File: src/rtl/hsp_pkg.sv
package hsp_pkg;
    localparam int WORD_W   = 32;
    localparam int BYTE_W   = 8;
    localparam int KIN_POS  = 1;
    localparam int DOUT_POS = 2;

    typedef enum logic {
        HS_IDLE,
        HS_HOLD
    } hs_state_e;

    typedef enum logic [2:0] {
        SEL_NONE,
        SEL_IN_DATA,
        SEL_IN_STAT,
        SEL_OUT_DATA,
        SEL_OUT_STAT
    } reg_sel_e;
endpackage

File: src/rtl/hsp_decode.sv
module hsp_decode
    import hsp_pkg::*;
#(
    parameter int              ADDR_W   = 16,
    parameter logic [ADDR_W-1:0] IN_BASE  = 16'h0010,
    parameter logic [ADDR_W-1:0] OUT_BASE = 16'h0020
) (
    input  logic [ADDR_W-1:0] addr,
    output reg_sel_e          sel
);
    localparam int WIN_LSB = 3;

    logic hit_in, hit_out;

    always_comb begin
        hit_in  = (addr[ADDR_W-1:WIN_LSB] == IN_BASE[ADDR_W-1:WIN_LSB]);
        hit_out = (addr[ADDR_W-1:WIN_LSB] == OUT_BASE[ADDR_W-1:WIN_LSB]);
        sel     = SEL_NONE;
        if (hit_in)
            sel = addr[2] ? SEL_IN_STAT : SEL_IN_DATA;
        else if (hit_out)
            sel = addr[2] ? SEL_OUT_STAT : SEL_OUT_DATA;
    end
endmodule

File: src/rtl/hsp_handshake.sv
module hsp_handshake
    import hsp_pkg::*;
(
    input  logic              clk,
    input  logic              rst_n,
    input  logic              mrdy,
    input  logic              selected,
    input  logic              is_write,
    input  logic [WORD_W-1:0] rd_word,
    output logic              srdy,
    output logic [WORD_W-1:0] rdata,
    output logic              fire
);
    typedef struct packed {
        hs_state_e         state;
        logic              srdy;
        logic [WORD_W-1:0] rdata;
    } hs_regs_t;

    hs_regs_t r_d, r_q;

    always_comb begin
        r_d  = r_q;
        fire = 1'b0;
        case (r_q.state)
            HS_IDLE: begin
                if (mrdy && selected) begin
                    fire       = 1'b1;
                    r_d.state  = HS_HOLD;
                    r_d.srdy   = 1'b1;
                    r_d.rdata  = is_write ? '0 : rd_word;
                end
            end
            HS_HOLD: begin
                if (!mrdy) begin
                    r_d.state = HS_IDLE;
                    r_d.srdy  = 1'b0;
                    r_d.rdata = '0;
                end
            end
            default: r_d = '{state: HS_IDLE, srdy: 1'b0, rdata: '0};
        endcase
    end

    always_ff @(posedge clk or negedge rst_n) begin
        if (!rst_n) r_q <= '{state: HS_IDLE, srdy: 1'b0, rdata: '0};
        else        r_q <= r_d;
    end

    assign srdy  = r_q.srdy;
    assign rdata = r_q.rdata;


    srdy_rise_needs_req_chk: assert property (@(posedge clk) disable iff (!rst_n)
        $rose(srdy) |-> $past(mrdy));

    srdy_fall_needs_release_chk: assert property (@(posedge clk) disable iff (!rst_n)
        $fell(srdy) |-> !$past(mrdy));

    rdata_steady_chk: assert property (@(posedge clk) disable iff (!rst_n)
        (srdy && $past(srdy)) |-> $stable(rdata));

    rdata_quiet_chk: assert property (@(posedge clk) disable iff (!rst_n)
        !srdy |-> (rdata == '0));
endmodule

File: src/rtl/hsp_in_port.sv
module hsp_in_port
    import hsp_pkg::*;
(
    input  logic              clk,
    input  logic              rst_n,
    input  logic [BYTE_W-1:0] dev_data,
    input  logic              dev_stb,
    input  logic              rd_take,
    output logic [BYTE_W-1:0] held,
    output logic              ready
);
    typedef struct packed {
        logic [BYTE_W-1:0] held;
        logic              ready;
    } in_regs_t;

    in_regs_t p_d, p_q;

    always_comb begin
        p_d = p_q;
        if (rd_take)
            p_d.ready = 1'b0;
        if (dev_stb) begin
            p_d.held  = dev_data;
            p_d.ready = 1'b1;
        end
    end

    always_ff @(posedge clk or negedge rst_n) begin
        if (!rst_n) p_q <= '0;
        else        p_q <= p_d;
    end

    assign held  = p_q.held;
    assign ready = p_q.ready;


    ready_set_by_strobe_chk: assert property (@(posedge clk) disable iff (!rst_n)
        $rose(ready) |-> $past(dev_stb));

    ready_clear_by_read_chk: assert property (@(posedge clk) disable iff (!rst_n)
        $fell(ready) |-> ($past(rd_take) && !$past(dev_stb)));
endmodule

File: src/rtl/hsp_out_port.sv
module hsp_out_port
    import hsp_pkg::*;
(
    input  logic              clk,
    input  logic              rst_n,
    input  logic [BYTE_W-1:0] wr_byte,
    input  logic              wr_load,
    input  logic              dev_ack,
    output logic [BYTE_W-1:0] dev_data,
    output logic              free
);
    typedef struct packed {
        logic [BYTE_W-1:0] held;
        logic              free;
    } out_regs_t;

    out_regs_t o_d, o_q;

    always_comb begin
        o_d = o_q;
        if (dev_ack)
            o_d.free = 1'b1;
        if (wr_load) begin
            o_d.held = wr_byte;
            o_d.free = 1'b0;
        end
    end

    always_ff @(posedge clk or negedge rst_n) begin
        if (!rst_n) o_q <= '{held: '0, free: 1'b1};
        else        o_q <= o_d;
    end

    assign dev_data = o_q.held;
    assign free     = o_q.free;


    free_clear_by_write_chk: assert property (@(posedge clk) disable iff (!rst_n)
        $fell(free) |-> $past(wr_load));

    free_set_by_ack_chk: assert property (@(posedge clk) disable iff (!rst_n)
        $rose(free) |-> ($past(dev_ack) && !$past(wr_load)));

    byte_moves_on_write_chk: assert property (@(posedge clk) disable iff (!rst_n)
        !$stable(dev_data) |-> $past(wr_load));
endmodule

File: src/rtl/hs_pport.sv
module hs_pport
    import hsp_pkg::*;
#(
    parameter int              ADDR_W   = 16,
    parameter logic [ADDR_W-1:0] IN_BASE  = 16'h0010,
    parameter logic [ADDR_W-1:0] OUT_BASE = 16'h0020
) (
    input  logic              clk,
    input  logic              rst_n,
    input  logic [ADDR_W-1:0] bus_addr,
    input  logic              bus_write,
    input  logic [31:0]       bus_wdata,
    input  logic              bus_mrdy,
    output logic              bus_srdy,
    output logic [31:0]       bus_rdata,
    input  logic [7:0]        in_dev_data,
    input  logic              in_dev_stb,
    output logic [7:0]        out_dev_data,
    input  logic              out_dev_ack,
    output logic              out_dev_avail
);
    reg_sel_e          sel;
    logic              fire;
    logic [WORD_W-1:0] rd_word;
    logic [BYTE_W-1:0] in_held;
    logic              in_ready;
    logic              out_free;
    logic              in_take;
    logic              out_load;

    hsp_decode #(.ADDR_W(ADDR_W), .IN_BASE(IN_BASE), .OUT_BASE(OUT_BASE)) u_dec (
        .addr (bus_addr),
        .sel  (sel)
    );

    always_comb begin
        rd_word = '0;
        case (sel)
            SEL_IN_DATA:  rd_word[BYTE_W-1:0] = in_held;
            SEL_IN_STAT:  rd_word[KIN_POS]     = in_ready;
            SEL_OUT_DATA: rd_word[BYTE_W-1:0] = out_dev_data;
            SEL_OUT_STAT: rd_word[DOUT_POS]    = out_free;
            default:      rd_word = '0;
        endcase
        in_take  = fire && !bus_write && (sel == SEL_IN_DATA);
        out_load = fire &&  bus_write && (sel == SEL_OUT_DATA);
    end

    hsp_handshake u_hs (
        .clk      (clk),
        .rst_n    (rst_n),
        .mrdy     (bus_mrdy),
        .selected (sel != SEL_NONE),
        .is_write (bus_write),
        .rd_word  (rd_word),
        .srdy     (bus_srdy),
        .rdata    (bus_rdata),
        .fire     (fire)
    );

    hsp_in_port u_in (
        .clk      (clk),
        .rst_n    (rst_n),
        .dev_data (in_dev_data),
        .dev_stb  (in_dev_stb),
        .rd_take  (in_take),
        .held     (in_held),
        .ready    (in_ready)
    );

    hsp_out_port u_out (
        .clk      (clk),
        .rst_n    (rst_n),
        .wr_byte  (bus_wdata[BYTE_W-1:0]),
        .wr_load  (out_load),
        .dev_ack  (out_dev_ack),
        .dev_data (out_dev_data),
        .free     (out_free)
    );

    assign out_dev_avail = !out_free;


    no_ack_unselected_chk: assert property (@(posedge clk) disable iff (!rst_n)
        $rose(bus_srdy) |-> ($past(sel) != SEL_NONE));
endmodule

File: config.mk
export PLATFORM = sky130hd
export DESIGN_NAME = hs_pport
export DESIGN_NICKNAME = d
export VERILOG_FILES = /design/src/rtl/hsp_pkg.sv /design/src/rtl/hsp_decode.sv /design/src/rtl/hsp_handshake.sv /design/src/rtl/hsp_in_port.sv /design/src/rtl/hsp_out_port.sv /design/src/rtl/hs_pport.sv
export SDC_FILE = /design/constraint.sdc
export NUM_CORES = 1
export LEC_CHECK = 0
export ABC_AREA = 1
export CAP_MARGIN = 5
export CORE_MARGIN = 5
export CORE_UTILIZATION = 50
export DETAILED_ROUTE_END_ITERATION = 10
export GPL_ROUTABILITY_DRIVEN = 0
export PLACE_DENSITY = 0.95
export SLEW_MARGIN = 20
export SYNTH_ARGS = -nofsm -noshare
export SYNTH_HDL_FRONTEND = slang
export SYNTH_HIERARCHICAL = 1
export SYNTH_SLANG_ARGS = --single-unit
File: constraint.sdc
create_clock -name clk -period 3.5 [get_ports clk]
set_clock_uncertainty 0.15 [all_clocks]
set_input_delay 0.525 -clock clk [delete_from_list [all_inputs] [get_ports clk]]
set_output_delay 0.525 -clock clk [all_outputs]
set_load 0.05 [all_outputs]
==> results.cfg <==
[status]
run_status = finished, final reports clean

[synth]
netlist.area_leader.share_pct = 42.5
ys_dominant_reg_cell = sky130_fd_sc_hd__dfrtp_1
netlist-cell-type-count = 25
synth_edf_count = 0
synth_seq_cells = 52
yosys_warnings = 6
yosysSeqAreaShare_pct = 43.4
netlist_area_um2 = 3000
netlist.top_cell.by_area = sky130_fd_sc_hd__dfrtp_1
yosys-top-cells-area = sky130_fd_sc_hd__dfrtp_1 43%, sky130_fd_sc_hd__nand2_1 12%, sky130_fd_sc_hd__nand3_1 11%, sky130_fd_sc_hd__buf_4 9.5%, sky130_fd_sc_hd__inv_1 6.3%
syn-mean-instance-area_um2 = 7.56
netlist_top_cells_count = 94 x sky130_fd_sc_hd__nand2_1, 67 x sky130_fd_sc_hd__nand3_1, 51 x sky130_fd_sc_hd__dfrtp_1, 50 x sky130_fd_sc_hd__inv_1, 45 x sky130_fd_sc_hd__nor2_1
async_flop_share_pct = 100
netlist_instances = 397
yosys.cell_count.top_type = sky130_fd_sc_hd__nand2_1

[global_route]
largest_net_degree_at_the_start_of_global_routing = 53
grt_usage_pct = 18.1
antenna_found_initial = 0
globalRouteOverflowTotal = 0
first_global_vias = 2489
first_pass_grt_wire_length_mm = 11.1

[clocking]
cts_setup_buffers = 0
tritoncts.num_buffers = 5
cts_root_buffer = sky130_fd_sc_hd__clkbuf_8
cts_resized = 0
clock_tree_from_tritoncts = built
cts_max_level = 2
clk_pin_slew_ns = 0.10
holdBufCountCts = 0
cts.path.max_buffers = 2
cts_num_sinks = 52
clk_latency_ns = 0.31

[route]
drtAntennaViolNets = 0
drt_iter0_drc = 120
dr.pass1.iters = 4
vias = 2514
wire_length_per_cell_um = 11.7
route.final.wire_length_mm = 6.26
remaining_drc_errors = 0
vias_per_cell = 4.70

[sta]
finalMaxSlewViolations = 0
endpoints_failing_hold = 0
final_critical_path_setup_slack_ns = 0.864
worst_slew_pin_slew_ns = 0.631
fmaxAchievable_mhz = 379
slew-limit-headroom_pct = 57.9
rsz_0062_raised_after_global_routing = false
min_period_over_period_pct = 75.3
layout_min_cycle_time_ns = 2.64
setup_violating_endpoint_count_in_the_final_report = 0
final.setup.tns_ns = 0

[critical_path]
cp_common_cell = sky130_fd_sc_hd__nand2_1
critical-path-max-stage-delay_ns = 0.39
worstPathArrival_ns = 2.69
worstPathRequired_ns = 3.56
cp-end-kind = flip-flop
path_cells = clkdlybuf4s50_1 > or2_4 > nor2_4 > nand2_1 > nor3_1 > inv_1 > nand2_1 > nand3_4 > inv_1 > inv_1 > nor2_2 > inv_2 > nand2_1 > nand2_1
path_class = input pin to flip-flop
critical_path.max_fanout = 8
start_kind = input pin
ff2ff_setup_slack_ns = 1.57
crit_path_top_delay_cell = sky130_fd_sc_hd__clkdlybuf4s50_1

[pwr]
leakagePower_nw = 1.84
ir_worst_vdd_mv = 0.212
power_density_nw_per_um2 = 292

[floorplanning]
die_height_um = 87.5
fp.coreArea_um2 = 5890
initial_core_util_pct = 51.0
dieArea_um2 = 7650
row_count = 28
design.portCount = 104
dieWidth_um = 87.5

[cells_and_area]
syn2layout_area_growth_pct = 23.1
antenna-diode-count = 0
nNetsFinal = 521
post_route_cells_drive_above_1_share_pct = 7.17

[placed_design]
dp.final_hpwl_mm = 4.69
place_ws_ns = 0.548
port_buffers = 77

[job]
timing.max_cap.violations = 0

[worst_hold_path]
holdCritPathClass = input pin to asynchronous set/reset pin
cell families after synthesis:
family	share of synthesized area (%)
flops	43.4
simple gates	34.7
compound gates	1.50
buf+inv	20.3
other cells	0.125
cell usage in the layout, fill, tap and decap left out, drive strengths merged:
cell type / count
nand3: 69
or2: 1
clkbuf: 6
dfrtp: 51
clkinv: 1
buf: 8
conb: 24
nor2: 49
nand4: 11
nor3: 2
clkdlybuf4s50: 76
o21ai: 7
nand2: 97
a21oi: 2
dfstp: 1
inv: 55
path summary, 6_finish.rpt:
path,from,endpoint,depth (start not counted)
setup / recovery,bus_addr[14],u_out/dev_data[6]$_DFFE_PN0P_,14
hold / removal,rst_n,u_out/dev_data[5]$_DFFE_PN0P_,1
setup reg to reg,u_hs/r_q[33]$_DFF_PN0_,u_out/dev_data[6]$_DFFE_PN0P_,8
hold reg to reg,u_in/held[6]$_DFFE_PN0P_,u_in/held[6]$_DFFE_PN0P_,2
max in group asynchronous,rst_n,u_hs/rdata[29]$_DFFE_PN0P_,1
min in group clk,u_in/held[6]$_DFFE_PN0P_,u_in/held[6]$_DFFE_PN0P_,2
critical path, delay by kind of cell:
family | cells | cell delay, ns
buffers and inverters | 5 | 0.77
AND/OR/NAND/NOR | 9 | 1.38
metrics by stage:
step           cell area [µm²]  utilization (%)  power, W  hold WS, ns  cells
6_report                  3690             62.8   0.00108       0.0812    535
5_1_grt                   3690             62.8   0.00113        0.138    535
4_1_cts                   3690             62.7   0.00109        0.319    535
3_5_place_dp              3590             61.1  0.000728        0.318    527
3_3_place_gp              3590             61.1  0.000724        0.305    527
2_1_floorplan             3090                -  0.000669       0.0794    420
metal layers:
layer,wire length [µm],up-vias,GRT usage [%]
met5,0,-,0
met4,131,0,7.11
met3,386,10,3.97
met2,3130,68,31.4
met1,2600,1135,21.8
li1,-,1301,-
area by class of cell:
class,instances,area (µm²)
well taps,75,93.8
clock buffers,6,82.6
clock inverters,2,13.8
multi-input cells,262,1180
repair buffers,84,821
flip-flops and latches,52,1300
fillers,512,2190
inverters,54,203
flip-flops by register name, indices dropped and copies added, names as in the netlist:
signal and cells:
u_in/ready 1, u_in/held 8, u_hs/rdata 32, u_hs/r_q 1
u_out/dev_data 8, u_out/free 1, u_hs/srdy 1
where the power goes:
part	total [W]	internal, W	switching [W]
logic	0.000102	0.0000498	0.0000521
registers	0.000614	0.000609	0.00000485
clock network	0.000362	0.000162	0.000200
Note: power is estimated with default switching activity, not from simulation.
